`config.mk`:
```
export PLATFORM = sky130hd
export DESIGN_NAME = rx_pkt_fifo
export DESIGN_NICKNAME = d
export VERILOG_FILES = /design/src/rtl/rx_fifo_pkg.sv /design/src/rtl/rx_fifo_store.sv /design/src/rtl/rx_fifo_miss_ctr.sv /design/src/rtl/rx_fifo_lanes.sv /design/src/rtl/rx_pkt_fifo.sv
export SDC_FILE = /design/constraint.sdc
export NUM_CORES = 2
export LEC_CHECK = 0
export BUFFER_PORTS_ARGS = -buffer_cell sky130_fd_sc_hd__buf_4
export CORE_MARGIN = 10
export CORE_UTILIZATION = 50
export DETAILED_ROUTE_END_ITERATION = 10
export PLACE_DENSITY = 0.68
export SLEW_MARGIN = 20
export SYNTH_ARGS = -nofsm -noshare
export SYNTH_HDL_FRONTEND = slang
export SYNTH_HIERARCHICAL = 1
export SYNTH_SLANG_ARGS = --single-unit
```
`constraint.sdc`:
```
create_clock -name clk -period 5.36 [get_ports clk]
set_clock_uncertainty 0.15 [all_clocks]
set_input_delay 1.072 -clock clk [delete_from_list [all_inputs] [get_ports clk]]
set_output_delay 1.072 -clock clk [all_outputs]
set_load 0.02 [all_outputs]
```
`src/rtl/rx_fifo_pkg.sv`:
```
package rx_fifo_pkg;

  typedef enum logic [1:0] {
    RX_IDLE    = 2'd0,
    RX_STORE   = 2'd1,
    RX_DISCARD = 2'd2
  } rx_state_e;

  localparam logic [1:0] REG_DATA = 2'd0;
  localparam logic [1:0] REG_STAT = 2'd1;
  localparam logic [1:0] REG_MISS = 2'd2;

endpackage

```
`src/rtl/rx_fifo_store.sv`:
```
module rx_fifo_store
  import rx_fifo_pkg::*;
#(
  parameter int DEPTH = 128,
  localparam int AW = $clog2(DEPTH)
) (
  input  logic        clk,
  input  logic        rst_n,
  input  logic        in_valid,
  input  logic [7:0]  in_data,
  input  logic        in_last,
  input  logic        in_accept,
  input  logic [1:0]  pop,
  input  logic        flush,
  output logic [AW:0] avail,
  output logic [7:0]  b0,
  output logic        l0,
  output logic [7:0]  b1,
  output logic        l1,
  output logic        ovf,
  output logic        ovf_evt,
  output logic        miss_evt
);

  localparam logic [AW:0] FULL_CNT = (AW+1)'(DEPTH);
  localparam logic [AW:0] ONE      = (AW+1)'(1);

  logic [8:0]  mem [DEPTH];
  logic [AW:0] wptr, rptr, cptr;
  logic [AW:0] rptr_n1;
  logic        full, store_byte;
  rx_state_e   state, nxt_state;

  assign avail   = cptr - rptr;
  assign full    = (wptr - rptr) == FULL_CNT;
  assign rptr_n1 = rptr + ONE;
  assign {l0, b0} = mem[rptr[AW-1:0]];
  assign {l1, b1} = mem[rptr_n1[AW-1:0]];

  always_comb begin
    store_byte = 1'b0;
    ovf_evt    = 1'b0;
    miss_evt   = 1'b0;
    nxt_state  = state;
    if (in_valid) begin
      unique case (state)
        RX_IDLE: begin
          if (!in_accept) begin
            nxt_state = in_last ? RX_IDLE : RX_DISCARD;
          end else if (ovf) begin
            miss_evt  = 1'b1;
            nxt_state = in_last ? RX_IDLE : RX_DISCARD;
          end else if (full) begin
            ovf_evt   = 1'b1;
            miss_evt  = 1'b1;
            nxt_state = in_last ? RX_IDLE : RX_DISCARD;
          end else begin
            store_byte = 1'b1;
            nxt_state  = in_last ? RX_IDLE : RX_STORE;
          end
        end
        RX_STORE: begin
          if (full) begin
            ovf_evt   = 1'b1;
            miss_evt  = 1'b1;
            nxt_state = in_last ? RX_IDLE : RX_DISCARD;
          end else begin
            store_byte = 1'b1;
            nxt_state  = in_last ? RX_IDLE : RX_STORE;
          end
        end
        default: nxt_state = in_last ? RX_IDLE : RX_DISCARD;
      endcase
    end
  end

  always_ff @(posedge clk) begin
    if (store_byte) mem[wptr[AW-1:0]] <= {in_last, in_data};
  end

  always_ff @(posedge clk or negedge rst_n) begin
    if (!rst_n) begin
      wptr  <= '0;
      rptr  <= '0;
      cptr  <= '0;
      ovf   <= 1'b0;
      state <= RX_IDLE;
    end else begin
      state <= nxt_state;
      if (flush) begin
        wptr <= '0;
        rptr <= '0;
        cptr <= '0;
        ovf  <= 1'b0;
      end else begin
        rptr <= rptr + (AW+1)'(pop);
        if (store_byte) begin
          wptr <= wptr + ONE;
          if (in_last) cptr <= wptr + ONE;
        end
        if (ovf_evt) begin
          wptr <= cptr;
          ovf  <= 1'b1;
        end
      end
    end
  end

  AST_OVF_STICKY: assert property (@(posedge clk) disable iff (!rst_n)
    (ovf && !flush) |=> ovf);
  AST_OVF_NO_WRITE: assert property (@(posedge clk) disable iff (!rst_n)
    (ovf && !flush) |=> $stable(wptr));
  AST_FLUSH_EMPTY: assert property (@(posedge clk) disable iff (!rst_n)
    (flush && ovf) |=> (avail == '0));
  AST_FILL_BOUND: assert property (@(posedge clk) disable iff (!rst_n)
    ((wptr - rptr) <= FULL_CNT) && (avail <= (wptr - rptr)));

endmodule

```
`src/rtl/rx_fifo_miss_ctr.sv`:
```
module rx_fifo_miss_ctr #(
  parameter int W = 8
) (
  input  logic         clk,
  input  logic         rst_n,
  input  logic         inc,
  input  logic         clr,
  output logic [W-1:0] cnt
);

  localparam logic [W-1:0] MAXV = {W{1'b1}};

  always_ff @(posedge clk or negedge rst_n) begin
    if (!rst_n)             cnt <= '0;
    else if (clr)           cnt <= inc ? W'(1) : '0;
    else if (inc && cnt != MAXV) cnt <= cnt + W'(1);
  end

  AST_MISS_SAT: assert property (@(posedge clk) disable iff (!rst_n)
    (cnt == MAXV && !clr) |=> (cnt == MAXV));
  AST_MISS_STEP: assert property (@(posedge clk) disable iff (!rst_n)
    (!clr && !inc) |=> $stable(cnt));

endmodule

```
`src/rtl/rx_fifo_lanes.sv`:
```
module rx_fifo_lanes (
  input  logic [1:0]  be,
  input  logic        swap,
  input  logic        two,
  input  logic [7:0]  b0,
  input  logic [7:0]  b1,
  output logic [15:0] word
);

  always_comb begin
    word = 16'h0000;
    unique case (be)
      2'b11: begin
        if (two) word = swap ? {b0, b1} : {b1, b0};
        else     word = swap ? {b0, 8'h00} : {8'h00, b0};
      end
      2'b10:   word = {b0, 8'h00};
      2'b01:   word = {8'h00, b0};
      default: word = 16'h0000;
    endcase
  end

endmodule

```
`src/rtl/rx_pkt_fifo.sv`:
```
module rx_pkt_fifo
  import rx_fifo_pkg::*;
#(
  parameter int DEPTH  = 128,
  parameter int THR_HI = 64,
  parameter int THR_LO = 12,
  parameter int MISS_W = 8
) (
  input  logic        clk,
  input  logic        rst_n,
  input  logic        in_valid,
  output logic        in_ready,
  input  logic [7:0]  in_data,
  input  logic        in_last,
  input  logic        in_accept,
  input  logic        cfg_low_lat,
  input  logic        cfg_swap,
  input  logic        host_sel,
  input  logic        host_wr,
  input  logic [1:0]  host_addr,
  input  logic [1:0]  host_be,
  output logic        host_dtv,
  output logic [15:0] host_rdata,
  output logic        host_eof,
  output logic        rd_req,
  output logic        irq
);

  localparam int AW = $clog2(DEPTH);
  localparam logic [AW:0] THR_HI_W = (AW+1)'(THR_HI);
  localparam logic [AW:0] THR_LO_W = (AW+1)'(THR_LO);
  localparam logic [AW:0] TWO_W    = (AW+1)'(2);

  logic [AW:0]       avail;
  logic [7:0]        b0, b1;
  logic              l0, l1, ovf, ovf_evt, miss_evt;
  logic [1:0]        pop;
  logic              flush, miss_clr, armed_q;
  logic              rd_acc, data_ok, two, stat_acc, miss_acc;
  logic [15:0]       lane_word;
  logic [MISS_W-1:0] miss_cnt;

  assign in_ready = 1'b1;

  rx_fifo_store #(.DEPTH(DEPTH)) u_store (
    .clk(clk), .rst_n(rst_n),
    .in_valid(in_valid), .in_data(in_data), .in_last(in_last), .in_accept(in_accept),
    .pop(pop), .flush(flush), .avail(avail),
    .b0(b0), .l0(l0), .b1(b1), .l1(l1),
    .ovf(ovf), .ovf_evt(ovf_evt), .miss_evt(miss_evt)
  );

  rx_fifo_miss_ctr #(.W(MISS_W)) u_miss (
    .clk(clk), .rst_n(rst_n), .inc(miss_evt), .clr(miss_clr), .cnt(miss_cnt)
  );

  rx_fifo_lanes u_lanes (
    .be(host_be), .swap(cfg_swap), .two(two), .b0(b0), .b1(b1), .word(lane_word)
  );

  assign rd_req   = avail >= (cfg_low_lat ? THR_LO_W : THR_HI_W);
  assign rd_acc   = host_sel && !host_wr;
  assign data_ok  = rd_acc && host_addr == REG_DATA && host_be != 2'b00
                    && (rd_req || armed_q) && avail != '0;
  assign two      = host_be == 2'b11 && avail >= TWO_W && !l0;
  assign pop      = data_ok ? (two ? 2'd2 : 2'd1) : 2'd0;
  assign stat_acc = rd_acc && host_addr == REG_STAT;
  assign miss_acc = rd_acc && host_addr == REG_MISS;
  assign flush    = stat_acc && ovf;
  assign miss_clr = miss_acc;

  always_ff @(posedge clk or negedge rst_n) begin
    if (!rst_n) begin
      armed_q    <= 1'b0;
      host_dtv   <= 1'b0;
      host_rdata <= '0;
      host_eof   <= 1'b0;
      irq        <= 1'b0;
    end else begin
      irq <= ovf_evt;
      if (rd_req)            armed_q <= 1'b1;
      else if (avail == '0)  armed_q <= 1'b0;
      host_dtv   <= data_ok || stat_acc || miss_acc;
      host_rdata <= '0;
      host_eof   <= 1'b0;
      if (data_ok) begin
        host_rdata <= lane_word;
        host_eof   <= two ? l1 : l0;
      end else if (stat_acc) begin
        host_rdata <= {15'd0, ovf};
        host_eof   <= ovf;
      end else if (miss_acc) begin
        host_rdata <= 16'(miss_cnt);
      end
    end
  end

  AST_WRITE_NO_ACK: assert property (@(posedge clk) disable iff (!rst_n)
    (host_sel && host_wr) |=> !host_dtv);
  AST_EMPTY_NO_ACK: assert property (@(posedge clk) disable iff (!rst_n)
    (host_sel && !host_wr && host_addr == REG_DATA && avail == '0) |=> !host_dtv);
  AST_IRQ_ON_OVF: assert property (@(posedge clk) disable iff (!rst_n)
    $rose(ovf) |-> irq);
  AST_READY_HIGH: assert property (@(posedge clk) disable iff (!rst_n)
    in_ready);

endmodule

```
==> reports/summary.log <==
[yosys] total nets after synthesis 3,558
[yosys] number of synthesized flops with an enable pin 1,152
[sta] final-report max-slew violation count 0
[setup_path] series of cell instances along the critical path inv_4, ha_1, nor2b_1, o21ai_0, nand2b_1, a21o_1, a21oi_1, xnor2_1, ha_1, o41ai_2, nand3_1, buf_4
[sta] setup repair after global routing missed its margin false
[final_layout] multi-input gate area in the final layout 21,260 µm²
[setup_path] CP max FO 24
[setup_path] delay-heaviest family, CP adder cells
[final_layout] commonest cells after routing, fill and taps aside 1,152 x edfxtp_1, 493 x mux4_2, 337 x nand2_1
[setup_path] delay of the slowest critical-path stage 0.64 ns
[final_layout] Fill cells 8,851
[setup_path] critical path type reg -> out
[placed_design] setup slack after placement 0.3084 ns
[yosys] Distinct cells, synth 81
[detailed_routing] post-detailed-route wirelength per cell 32.79 µm
[clock_tree] Root Driver clkbuf_16
[floorplan] die outline height 361.8 µm
[global_route] GRT Util Overall 25.58%
[power_and_ir_drop] static leakage power 20.81 nW
[global_route] initial antenna violation count 2
[detailed_routing] post-detailed-route via-to-cell ratio 6.932
[sta] worst path setup slack after routing 0.1850 ns
[final_layout] commonest non-fill, non-tap cell in the layout edfxtp_1
[clock_tree] Sinks on Clock Net 1,207
[sta] Highest Clock Rate 193.2 MHz
[floorplan] Cell Rows 125
[yosys] fraction of registers with async set/reset 4.557%
[setup_path] CP most frequent cell ha_1
[detailed_routing] DRC violation count after routing 0
[setup_path] slowest stage cell on the critical path dfrtp_4
[clock_tree] CTS tree built
[setup_path] kind of start point of the critical path register
[setup_path] number of cells traversed by the worst register-to-register path 14
[sta] period utilisation layout 96.55%
[setup_path] signal arrival time at the worst endpoint 3.95 ns
[power_and_ir_drop] overall power of the completed layout 34.58 mW
[detailed_routing] final antenna-violating net count 0
[clock_tree] clock latency on the worst-skew pair 0.74 ns
[sta] clock period minus final worst setup slack 5.175 ns
[sta] setup total negative slack 0 ns
[global_route] global-route wire length before repair 246,000 µm
[final_layout] fraction of layout instances using a drive strength above 1 27.41%
[global_route] vias in the first global route 34,810
[placed_design] final weighted congestion of routability-driven global placement 0.9460
[floorplan] IO Count 42
[setup_path] crit path capture type output port
[yosys] share of synthesized area occupied by flip-flops and latches 61.57%
[setup_path] start point of the critical path u_store/rptr[2]$_DFF_PN0_
[sta] Hold Vio Cnt, Final 0
[sta] Max transition margin 21.84%
[clock_tree] clk buf depth 3
[placed_design] half-perimeter wire length after placement 111,500 µm
[min_path] Worst Hold Class in -> async
[global_route] gr ovfl total 0
[sta] number of failing setup endpoints in the final timing report 0
[detailed_routing] detailed router's first-iteration violation count 5,092
[final_layout] register cell area after layout 35,990 µm²
[power_and_ir_drop] power density over the cells 531.4 nW/µm²
[power_and_ir_drop] worst voltage drop across the vdd grid 0.4715 mV
[final_layout] Post-Route Utilization 56.07%
[final_layout] Area Growth Syn to Fin 11.38%
[setup_path] startpoint of the worst-slack reg-to-reg timing path u_store/rptr[1]$_DFF_PN0_
[detailed_routing] 1st-pass router iterations 5
[detailed_routing] Final Routed Wirelength 170,500 µm
[clock_tree] TritonCTS Buffers 120
[run] max capacitance violation total 0
[setup_path] CP Buf/Inv Count 2
[yosys] predominant post-synthesis flop cell edfxtp_1
[clock_tree] level count of the clock H-tree 3
[outcome] status complete, no violations
[final_layout] final layout net count 3,620
[sta] transition time at the pin with the least slew margin 1.168 ns
[yosys] cell area after technology mapping 58,420 µm²
[yosys] YS warnings 6
[yosys] post-synthesis average cell area 16.63 µm²
[setup_path] register-to-register path setup slack 0.36 ns
[setup_path] required time of the critical path 4.14 ns
[placed_design] number of buffer cells added on primary ports 40
[global_route] pin count of the biggest net entering global routing 129
[floorplan] area inside the core boundary 116,000 µm²
[detailed_routing] via count 36,050
[clock_tree] Reg clk slew, reported paths 0.06 ns
[yosys] cell count after synthesis 3,513
[floorplan] Horiz. Die Dim 361.8 µm
[floorplan] effective utilization at floorplan 50.34%
[yosys] flip-flop and latch count after synthesis 1,207
[setup_path] critical path depth 12
[floorplan] total die area 130,900 µm²
==> cells by family (layout without fill, tap and decap cells) <==
group,Yosys count,in the layout,share of synthesized area [%]
buffers and inverters,294,455,2.369
muxes,775,775,23.98
other,1,3,0.006419
and+or+nand+nor,718,718,5.494
AOI/OAI and AO/OA,465,465,5.592
DFF,1207,1207,61.57
xor gates and xnor gates,29,29,0.4477
adders and majority gates,24,24,0.5397
==> layout make-up <==
| class | count | share of cell area [%] |
|---|---|---|
| Sequential cell | 1207 | 55.31 |
| Multi-Input combinational cell | 2012 | 32.67 |
| Clock buffer | 145 | 4.858 |
| Tap cell | 1524 | 2.931 |
| Timing Repair Buffer | 213 | 2.906 |
| Clock inverter | 76 | 1.192 |
| Inverter | 21 | 0.1250 |
| Antenna cell | 2 | 0.007692 |
==> metrics by stage <==
stage / hold slack [ns] / instance area, µm² / std cells
after floorplan: 0.3007 / 58420 / 3513
after global placement: 0.3408 / 61030 / 4973
after detailed placement: 0.3311 / 61030 / 4973
after CTS: 0.2355 / 64990 / 5195
after global routing: 0.2837 / 65060 / 5198
final: 0.2379 / 65060 / 5200
==> path summary, 6_finish.rpt <==
path,endpoint
worst max-delay path,rd_req
worst min register to register,armed_q$_DFFE_PN0P_
worst max register to register,host_rdata[0]$_DFF_PN0_
worst min-delay path,u_miss/cnt[4]$_DFFE_PN0P_
min in group clk,armed_q$_DFFE_PN0P_
max in group asynchronous,u_store/rptr[2]$_DFF_PN0_
==> layer usage <==
metal	GRT usage (%)	part of all wire [%]	up-vias
met1	36.17	38	18830
li1	-	-	14570
met2	38.64	46	2306
met5	0	0.011	-
met3	6.159	12	334
met4	9.310	3.9	2
==> what timing repair did <==
item,in CTS,in global routing
buffers inserted,1,3
hold buffers,0,0
pin swaps,0,0
resized for setup,0,1
endpoints found under the setup margin,1,1
==> cell usage after synthesis, types with 6 or more instances <==
| library cell | count | share of area (%) |
|---|---|---|
| dfrtp_1 | 55 | 2.4 |
| buf_2 | 87 | 0.75 |
| a221o_1 | 17 | 0.29 |
| inv_1 | 19 | 0.12 |
| a32oi_1 | 18 | 0.27 |
| a21oi_1 | 123 | 1.1 |
| and2_2 | 8 | 0.10 |
| or3_1 | 8 | 0.086 |
| and2_1 | 15 | 0.16 |
| clkbuf_1 | 117 | 0.75 |
| mux4_2 | 493 | 19 |
| o211ai_1 | 7 | 0.090 |
| a221oi_1 | 66 | 0.99 |
| nand2_1 | 337 | 2.2 |
| nor2_1 | 161 | 1.0 |
| xnor2_1 | 21 | 0.31 |
| buf_4 | 32 | 0.41 |
| a211oi_1 | 12 | 0.15 |
| a21boi_0 | 8 | 0.10 |
| buf_1 | 30 | 0.19 |
| a31oi_1 | 35 | 0.37 |
| nor3_1 | 18 | 0.15 |
| nor2b_1 | 28 | 0.30 |
| nand4_1 | 24 | 0.26 |
| ha_1 | 22 | 0.47 |
| a311oi_1 | 13 | 0.19 |
| mux2_2 | 65 | 1.3 |
| o22ai_1 | 15 | 0.16 |
| nand2b_1 | 15 | 0.16 |
| edfxtp_1 | 1152 | 59 |
| a21o_1 | 10 | 0.13 |
| o2111ai_2 | 6 | 0.15 |
| nand3_1 | 79 | 0.68 |
| o221ai_1 | 24 | 0.36 |
| mux2i_1 | 217 | 3.7 |
| o21ai_0 | 72 | 0.62 |
| and3_1 | 7 | 0.075 |
| xor2_1 | 7 | 0.10 |
==> flip-flops by register name (all words and copies together), names as in the netlist, 2 cells and up <==
signal and flops:
u_store/mem 1152, host_rdata 16, u_miss/cnt 8, u_store/cptr 8, u_store/rptr 8, u_store/wptr 8
u_store/state 2
==> power breakdown <==
part	internal, mW	switching [mW]	total [mW]
sequential	10.4	0.197	10.6
clock	4.85	3.59	8.44
combinational	6.42	9.07	15.5
total	21.7	12.9	34.6
Note: power is estimated with default switching activity, not from simulation.
